===== config.mk =====
export PLATFORM = sky130hd
export DESIGN_NAME = modsum_loop
export DESIGN_NICKNAME = d
export VERILOG_FILES = /design/src/rtl/modsum_pkg.sv /design/src/rtl/modsum_adder.sv /design/src/rtl/modsum_ctr.sv /design/src/rtl/modsum_acc.sv /design/src/rtl/modsum_loop.sv
export SDC_FILE = /design/constraint.sdc
export NUM_CORES = 1
export LEC_CHECK = 0
export ABC_AREA = 0
export BUFFER_PORTS_ARGS = -buffer_cell sky130_fd_sc_hd__buf_4
export CAP_MARGIN = 20
export CORE_UTILIZATION = 48
export DETAILED_ROUTE_END_ITERATION = 10
export GPL_ROUTABILITY_DRIVEN = 1
export PLACE_DENSITY = 0.82
export SETUP_SLACK_MARGIN = 0.2
export SYNTH_ARGS = -nofsm -noshare
export SYNTH_HDL_FRONTEND = slang
export SYNTH_HIERARCHICAL = 1
export SYNTH_SLANG_ARGS = --single-unit

===== constraint.sdc =====
create_clock -name clk -period 2 [get_ports clk]
set_clock_uncertainty 0.2 [all_clocks]
set_input_delay 0.4 -clock clk [delete_from_list [all_inputs] [get_ports clk]]
set_output_delay 0.4 -clock clk [all_outputs]
set_load 0.1 [all_outputs]

===== src/rtl/modsum_pkg.sv =====
package modsum_pkg;
   typedef enum logic [0:0] {
      ADD_NATIVE = 1'b0,
      ADD_RIPPLE = 1'b1
   } add_kind_e;
endpackage


===== src/rtl/modsum_adder.sv =====
module modsum_adder
   import modsum_pkg::*;
#(
   parameter int        DATA_W   = 8,
   parameter add_kind_e ADD_KIND = ADD_NATIVE
) (
   input  logic [DATA_W-1:0] a_i,
   input  logic [DATA_W-1:0] b_i,
   output logic [DATA_W-1:0] s_o
);
   generate
      if (ADD_KIND == ADD_RIPPLE) begin : g_ripple
         logic [DATA_W-1:0] cy;
         assign cy[0] = 1'b0;
         for (genvar i = 0; i < DATA_W; i++) begin : g_bit
            assign s_o[i] = a_i[i] ^ b_i[i] ^ cy[i];
            if (i < DATA_W - 1) begin : g_cy
               assign cy[i+1] = (a_i[i] & b_i[i]) | (cy[i] & (a_i[i] ^ b_i[i]));
            end
         end
      end else begin : g_native
         assign s_o = a_i + b_i;
      end
   endgenerate
endmodule


===== src/rtl/modsum_ctr.sv =====
module modsum_ctr #(
   parameter int CNT_W = 8
) (
   input  logic             clk,
   input  logic             rst_n,
   input  logic             load_i,
   input  logic [CNT_W-1:0] load_val_i,
   input  logic             dec_i,
   output logic             last_o
);
   localparam logic [CNT_W-1:0] ONE = CNT_W'(1);

   logic [CNT_W-1:0] left_q;

   always_ff @(posedge clk or negedge rst_n) begin
      if (!rst_n) begin
         left_q <= '0;
      end else if (load_i) begin
         left_q <= load_val_i;
      end else if (dec_i && left_q != '0) begin
         left_q <= left_q - ONE;
      end
   end

   assign last_o = (left_q == ONE);
endmodule


===== src/rtl/modsum_acc.sv =====
module modsum_acc #(
   parameter int DATA_W = 8
) (
   input  logic              clk,
   input  logic              rst_n,
   input  logic              clr_i,
   input  logic              en_i,
   input  logic [DATA_W-1:0] next_i,
   output logic [DATA_W-1:0] acc_o
);
   always_ff @(posedge clk or negedge rst_n) begin
      if (!rst_n) begin
         acc_o <= '0;
      end else if (clr_i) begin
         acc_o <= '0;
      end else if (en_i) begin
         acc_o <= next_i;
      end
   end
endmodule


===== src/rtl/modsum_loop.sv =====
module modsum_loop
   import modsum_pkg::*;
#(
   parameter int        DATA_W   = 8,
   parameter int        CNT_W    = 8,
   parameter add_kind_e ADD_KIND = ADD_NATIVE
) (
   input  logic              clk,
   input  logic              rst_n,
   input  logic              start_i,
   input  logic [CNT_W-1:0]  count_i,
   input  logic              op_valid_i,
   input  logic [DATA_W-1:0] op_data_i,
   output logic              busy_o,
   output logic              done_o,
   output logic [DATA_W-1:0] sum_o
);
   generate
      if (DATA_W < 1) begin : g_bad_data_w
         $error("modsum_loop: DATA_W must be at least 1");
      end
      if (CNT_W < 1) begin : g_bad_cnt_w
         $error("modsum_loop: CNT_W must be at least 1");
      end
   endgenerate

   logic              busy_q;
   logic              done_q;
   logic              take;
   logic              is_last;
   logic              cnt_zero;
   logic [DATA_W-1:0] acc;
   logic [DATA_W-1:0] acc_next;

   assign take     = busy_q & op_valid_i & ~start_i;
   assign cnt_zero = (count_i == '0);

   modsum_ctr #(.CNT_W(CNT_W)) u_ctr (
      .clk        (clk),
      .rst_n      (rst_n),
      .load_i     (start_i),
      .load_val_i (count_i),
      .dec_i      (take),
      .last_o     (is_last)
   );

   modsum_adder #(.DATA_W(DATA_W), .ADD_KIND(ADD_KIND)) u_add (
      .a_i (acc),
      .b_i (op_data_i),
      .s_o (acc_next)
   );

   modsum_acc #(.DATA_W(DATA_W)) u_acc (
      .clk    (clk),
      .rst_n  (rst_n),
      .clr_i  (start_i),
      .en_i   (take),
      .next_i (acc_next),
      .acc_o  (acc)
   );

   always_ff @(posedge clk or negedge rst_n) begin
      if (!rst_n) begin
         busy_q <= 1'b0;
         done_q <= 1'b0;
      end else if (start_i) begin
         busy_q <= ~cnt_zero;
         done_q <= cnt_zero;
      end else begin
         done_q <= take & is_last;
         if (take && is_last) begin
            busy_q <= 1'b0;
         end
      end
   end

   assign busy_o = busy_q;
   assign done_o = done_q;
   assign sum_o  = acc;
endmodule


After elaboration in Yosys (flattened, before gate mapping)
Cells that the tools add are included.
- RAM bits: 0
- word-level logic and storage cells: 26
- memories: 0
- latch bits: 0
- output and inout port bits: 10
- register bits: 18
- memory bits (read-only): 0
- order comparisons: 0
- bitwise logic cells: 5
- shift operators: 0
- mux-type cells: 7
- div/mod/pow operators: 0
- multiply operators: 0
- eq/ne operators: 1
- add/sub/neg operators: 2
- reductions and logical operators: 7
- operator list (operator ; number):
    $mux 8 ; 4
    $add 8x8->8 ; 1
    $eq 8x1->1 const B ; 1
    $logic_not 8->1 ; 1
    $reduce_bool 8->1 ; 1
    $sub 8x1->8 const B ; 1
    $reduce_bool 2->1 ; 3
    $and 1x1->1 ; 3
    $mux 1 ; 3
    $logic_and 1x1->1 ; 2
    $not 1->1 ; 2

Depth between registers and ports, before layout
- depth in word-level cells: 5
- mapped depth: 8

Cells and area by module
Netlist, hierarchy kept.
- by module, submodules not included (module ; cells each ; area each (um^2) ; seq. area each (um^2) ; times used):
    modsum_ctr ; 64 ; 574.3 ; 200.2 ; 1
    modsum_adder ; 42 ; 331.6 ; 0.0 ; 1
    modsum_acc ; 26 ; 325.3 ; 200.2 ; 1
    modsum_loop ; 10 ; 112.6 ; 50.0 ; 1

Least setup slack after synthesis
Ideal clock, no wire load.
- path kind: register to register
- start: register busy_q (netlist: busy_o)
- end: register u_ctr.left_q[7]
- clock period less this slack: 2.761 ns
- required time: 1.718 ns
- arrival: 2.479 ns
- buffers on the path: 0
- cell stages (with the launch flop): 5
- slack: -0.761 ns
- cells stage by stage: dfrtp_1 and3_1 or4b_2 or4_1 a31oi_1
- longest elaborated chain between the ends: 4
- RTL lines (what ; RTL line ; source):
    from (decl) ; modsum_loop.sv:27 ; logic busy_q;
    from (signal assigned) ; modsum_loop.sv:67 ; busy_q <= ~cnt_zero;
    $and 1x1->1 (2 in a row) ; modsum_loop.sv:35 ; assign take = busy_q & op_valid_i & ~start_i;
    via take ; modsum_loop.sv:29 ; logic take;
    $logic_and 1x1->1 ; modsum_ctr.sv:20 ; end else if (dec_i && left_q != '0) begin
    $reduce_bool 2->1 (no line) ; - ;
    to (signal assigned) ; modsum_ctr.sv:19 ; left_q <= load_val_i;
    to (signal assigned) ; modsum_ctr.sv:21 ; left_q <= left_q - ONE;
    to (decl) ; modsum_ctr.sv:13 ; logic [CNT_W-1:0] left_q;
The timed path passes the listed nets, and every way through them passes these cells.
A chain may end at the register's enable or synchronous reset.

Final worst setup path
- start: register u_ctr.left_q[1]
- end: register u_ctr.left_q[7]
- longest elaborated chain between the ends: 3
- elaborated cells on any way between the ends: 6
- those cells by class: add/sub: 1; mux: 2; reduce/logical: 3
- RTL lines (what ; RTL line):
    $sub 8x1->8 / $reduce_bool 8->1 (equally long branches) ; modsum_ctr.sv:21, modsum_ctr.sv:20
    $mux 8 / $logic_and 1x1->1 (equally long branches) ; modsum_ctr.sv:20
    $mux 8 / $reduce_bool 2->1 (equally long branches) ; -
Parallel ways exist; a longest one is shown, timed or not. The select of a mux whose other input is x is not followed.

==> flow_results.xml <==
<?xml version="1.0" encoding="UTF-8"?>
<metrics>
  <group name="status">
    <metric name="outcome" unit="">complete, but fails checks</metric>
    <metric name="violations" unit="">negative setup slack</metric>
  </group>
  <group name="sta">
    <metric name="endpoints_failing_setup" unit="">2</metric>
    <metric name="grt_setup_unrepaired" unit="">yes</metric>
    <metric name="final-max-slew-violation-count" unit="">0</metric>
    <metric name="fin_tns_setup" unit="ns">-0.06694</metric>
    <metric name="period_share" unit="">1.017</metric>
    <metric name="period_minus_slack" unit="ns">2.034</metric>
    <metric name="report.final.hold_viol_count" unit="">0</metric>
    <metric name="max_freq" unit="GHz">0.4916</metric>
    <metric name="final.setup.worst_slack" unit="ns">-0.03425</metric>
    <metric name="tightestPinTransition" unit="ns">0.4235</metric>
    <metric name="timing.slew.headroom" unit="">0.7153</metric>
  </group>
  <group name="floorplanning">
    <metric name="placement_rows" unit="">18</metric>
    <metric name="core_area" unit="mm²">0.002567</metric>
    <metric name="die_h" unit="µm">54.91</metric>
    <metric name="num_io_pins" unit="">30</metric>
    <metric name="effective_utilization_at_floorplan" unit="">0.5234</metric>
    <metric name="die_x" unit="µm">54.91</metric>
    <metric name="dieArea" unit="mm²">0.003015</metric>
  </group>
  <group name="clock_tree">
    <metric name="cts_num_sinks" unit="">18</metric>
    <metric name="clk_slew_on_worst_s_h_paths" unit="ns">0.12</metric>
    <metric name="clock_latency_on_the_worst_skew_pair" unit="ns">0.30</metric>
    <metric name="cts-root-to-sink-buffers" unit="">2</metric>
    <metric name="htree_levels" unit="">1</metric>
    <metric name="cts_root_buf" unit="">sky130_fd_sc_hd__clkbuf_4</metric>
    <metric name="tritoncts" unit="">done</metric>
    <metric name="cts_buffers" unit="">3</metric>
  </group>
  <group name="synth">
    <metric name="synth_compound_gate_area_share" unit="">0.2235</metric>
    <metric name="synth-edff-count" unit="">0</metric>
    <metric name="synth_top_flop_cell" unit="">sky130_fd_sc_hd__dfrtp_1</metric>
    <metric name="synth_xor_area_frac" unit="">0.02607</metric>
    <metric name="syn_std_cell_area" unit="mm²">0.001344</metric>
    <metric name="postSynthCellCount" unit="">142</metric>
    <metric name="synth_area_per_cell" unit="µm²">9.463</metric>
    <metric name="synth-seq-cells" unit="">18</metric>
    <metric name="synth.distinct_cells" unit="">46</metric>
    <metric name="synth_seq_area_share" unit="">0.3352</metric>
    <metric name="yosys_warnings" unit="">6</metric>
    <metric name="post_synth_mux_area_share" unit="">0.05959</metric>
    <metric name="combinational_family_with_the_most_area_after_synthesis" unit="">compound AO/OA/AOI/OAI gates</metric>
    <metric name="post_synth_fa_ha_maj_area_fraction" unit="">0.1080</metric>
    <metric name="synth-simple-area-share" unit="">0.2020</metric>
    <metric name="syn-num-nets" unit="">173</metric>
    <metric name="async_reset_ff_frac" unit="">1.000</metric>
  </group>
  <group name="worst_setup_path">
    <metric name="critical_path.reg2reg.startpoint" unit="">u_ctr/left_q[1]</metric>
    <metric name="worstSetupEndpointType" unit="">flop</metric>
    <metric name="cp.required" unit="ns">2.03</metric>
    <metric name="crit_path_start_kind" unit="">flop</metric>
    <metric name="crit_path_start" unit="">u_ctr/left_q[1]</metric>
    <metric name="r2r.worst_path.cells" unit="">4</metric>
    <metric name="reg2reg_to" unit="">u_ctr/left_q[7]</metric>
    <metric name="critical_path.max_fanout" unit="">3</metric>
    <metric name="reg2reg_slack" unit="ns">-0.03</metric>
    <metric name="critPathKind" unit="">flop to flop</metric>
    <metric name="crit_path_top_delay_cell" unit="">sky130_fd_sc_hd__or4b_4</metric>
    <metric name="slowest_delay" unit="ns">0.55</metric>
    <metric name="critical_path_arrival" unit="ns">2.06</metric>
    <metric name="crit_end" unit="">u_ctr/left_q[7]</metric>
    <metric name="critical_path.cell_chain" unit="">buf_4 &gt; or4b_4 &gt; or4_4 &gt; a31oi_4</metric>
  </group>
  <group name="power">
    <metric name="power_per_cell_area" unit="mW/mm²">556.3</metric>
    <metric name="power.sequential.fraction" unit="">0.378</metric>
    <metric name="finalPower" unit="mW">1.135</metric>
    <metric name="total_internal_power" unit="µW">705.0</metric>
    <metric name="max-vdd-ir-drop" unit="V">0.0004508</metric>
    <metric name="total_leakage_power" unit="nW">0.8487</metric>
    <metric name="p_comb_frac" unit="">0.411</metric>
    <metric name="netSwitchingFraction" unit="">0.3790</metric>
    <metric name="clockPowerShare" unit="">0.211</metric>
    <metric name="total_switching_power" unit="µW">430.3</metric>
  </group>
  <group name="final_layout">
    <metric name="final_layout_size_suffix_gt1_frac" unit="">0.5000</metric>
    <metric name="area.growth.synth_to_final" unit="%">51.86</metric>
    <metric name="finalNonFillerCells" unit="">226</metric>
    <metric name="sequential_cell_area" unit="µm²">478.0</metric>
    <metric name="layout.nets" unit="">228</metric>
    <metric name="final_core_utilization" unit="">0.7948</metric>
    <metric name="multi_input_area" unit="mm²">0.001036</metric>
    <metric name="insertedDiodeCount" unit="">0</metric>
    <metric name="layout.filler_cells" unit="">168</metric>
  </group>
  <group name="global_routing">
    <metric name="grt_antenna_before_repair" unit="">0</metric>
    <metric name="first_pass_grt_wire_length" unit="mm">5.830</metric>
    <metric name="grt_start_max_net_pins" unit="">21</metric>
    <metric name="global_route.overflow_total" unit="">0</metric>
    <metric name="via_count_of_the_first_global_routing_pass" unit="">1291</metric>
    <metric name="globalRouteTotalUtil" unit="">0.2815</metric>
  </group>
  <group name="route">
    <metric name="routed_wire_length" unit="mm">4.456</metric>
    <metric name="route.detailed.vias_per_inst" unit="">6.319</metric>
    <metric name="drt.antenna.violating_nets" unit="">0</metric>
    <metric name="drt_iter0_markers" unit="">95</metric>
    <metric name="post_drt_wl_per_cell" unit="µm">19.72</metric>
    <metric name="route.vias.total" unit="">1428</metric>
    <metric name="firstDrtPassIters" unit="">4</metric>
    <metric name="detail_route.drc_violations" unit="">0</metric>
  </group>
  <group name="placement">
    <metric name="dp_cells" unit="">214</metric>
    <metric name="place_ws" unit="ns">-0.1015</metric>
    <metric name="detailedPlacementHpwl" unit="mm">2.754</metric>
    <metric name="place.gp.congestion" unit="">0.9013</metric>
    <metric name="io_buffers" unit="">29</metric>
  </group>
  <group name="min_path">
    <metric name="hp-class" unit="">input pin to flop</metric>
  </group>
  <group name="job">
    <metric name="max_cap_violations" unit="">0</metric>
  </group>
</metrics>
-- critical path: cells and delay by family, from the launching register on --
kind | cells | cell delay, ns
DFF | 1 | 0.41
and+or+nand+nor | 2 | 1.01
AOI/OAI and AO/OA | 1 | 0.18
buffers and inverters | 1 | 0.15
-- per-stage QoR --
step	hold slack (ns)	instance area, µm²
5_1_grt	0.1520	2041
3_3_place_gp	0.08435	1849
6_report	0.1499	2041
2_1_floorplan	-0.09559	1486
4_1_cts	0.1319	1977
3_5_place_dp	0.09082	1849
-- sequential cells by signal, summed over array words and instances (netlist names) --
register,cells
done_o,1
u_ctr/left_q,8
busy_o,1
u_acc/acc_o,8
-- synth_stat cells, types with 2 or more instances --
| master | n | area, µm² |
|---|---|---|
| sky130_fd_sc_hd__ha_1 | 10 | 125.1 |
| sky130_fd_sc_hd__clkbuf_1 | 2 | 7.510 |
| sky130_fd_sc_hd__nor4_2 | 2 | 25.02 |
| sky130_fd_sc_hd__or4_1 | 3 | 22.52 |
| sky130_fd_sc_hd__o211ai_1 | 8 | 60.06 |
| sky130_fd_sc_hd__nor3_1 | 2 | 10.01 |
| sky130_fd_sc_hd__nor3b_1 | 3 | 22.52 |
| sky130_fd_sc_hd__or4b_2 | 2 | 20.02 |
| sky130_fd_sc_hd__xor2_1 | 2 | 17.52 |
| sky130_fd_sc_hd__o21ai_0 | 3 | 15.01 |
| sky130_fd_sc_hd__a31oi_1 | 3 | 18.77 |
| sky130_fd_sc_hd__a21oi_1 | 9 | 45.04 |
| sky130_fd_sc_hd__nand2_1 | 12 | 45.04 |
| sky130_fd_sc_hd__nor2_1 | 13 | 48.80 |
| sky130_fd_sc_hd__dfrtp_1 | 18 | 450.4 |
| sky130_fd_sc_hd__inv_1 | 9 | 33.78 |
| sky130_fd_sc_hd__mux2i_1 | 8 | 80.08 |
| sky130_fd_sc_hd__a2111o_1 | 3 | 33.78 |
| sky130_fd_sc_hd__o311ai_0 | 2 | 17.52 |
| sky130_fd_sc_hd__xnor2_1 | 2 | 17.52 |
-- cells in the final DEF, fill, tap and decap left out, types with 3 or more instances in the layout --
cell type                   n
sky130_fd_sc_hd__clkbuf_4   3
sky130_fd_sc_hd__ha_4       8
sky130_fd_sc_hd__o211ai_1   8
sky130_fd_sc_hd__dfrtp_4    7
sky130_fd_sc_hd__inv_2      3
sky130_fd_sc_hd__nor2_1    13
sky130_fd_sc_hd__nand2_1   12
sky130_fd_sc_hd__inv_1      6
sky130_fd_sc_hd__dfrtp_1   10
sky130_fd_sc_hd__nor4_2     3
sky130_fd_sc_hd__a2111o_1   3
sky130_fd_sc_hd__buf_4     53
sky130_fd_sc_hd__a21oi_1    8
sky130_fd_sc_hd__mux2i_1    8
-- kinds of logic after synthesis --
kind of cell               count (synthesis)
AOI/OAI and AO/OA                         41
xor gates and xnor gates                   4
adders and majority gates                 11
buffers and inverters                     14
DFF                                       18
muxes                                      8
and+or+nand+nor                           46
-- layer usage --
metal | part of all wire | global-route usage | vias to the layer above
met4 | 0.036 | 0.1292 | 0
li1 | - | - | 647
met5 | 0 | 0 | -
met3 | 0.077 | 0.07923 | 20
met1 | 0.40 | 0.3311 | 682
met2 | 0.49 | 0.4719 | 79
-- power groups by stage --
stage / logic [mW] / clock network (mW) / registers (mW)
global placement: 0.385 / 0 / 0.428
floorplan: 0.173 / 0 / 0.513
finish: 0.466 / 0.240 / 0.429
global route: 0.493 / 0.257 / 0.431
CTS: 0.430 / 0.238 / 0.425
detailed placement: 0.401 / 0 / 0.429
-- worst min path at each step --
stage               start              end  slack (ns)  cells past startpoint
3_3_place_gp        rst_n  u_ctr/left_q[2]        0.08                      1
4_1_cts        count_i[2]  u_ctr/left_q[2]        0.13                      3
2_1_floorplan       rst_n           done_o        -0.1                      0
5_1_grt        count_i[2]  u_ctr/left_q[2]        0.15                      3
6_report       count_i[0]  u_ctr/left_q[0]        0.15                      3
3_5_place_dp        rst_n  u_ctr/left_q[3]        0.09                      1
-- area by class of cell --
cell class,instances,share of cell area
Multi-Input combinational cell,110,0.5077
Sequential cell,18,0.2342
Timing Repair Buffer,55,0.2054
Tap cell,30,0.01839
Clock buffer,4,0.01778
Inverter,9,0.01655
-- what timing repair did --
action / in CTS / in global routing
setup buffers: 6 / 1
hold endpoints to repair: 18 / 0
pin swaps: 12 / 11
cloned: 0 / 0
resized for setup: 10 / 10
hold buffers: 1 / 0
endpoints found under the setup margin: 12 / 14
(Power assumes the default switching activity.)
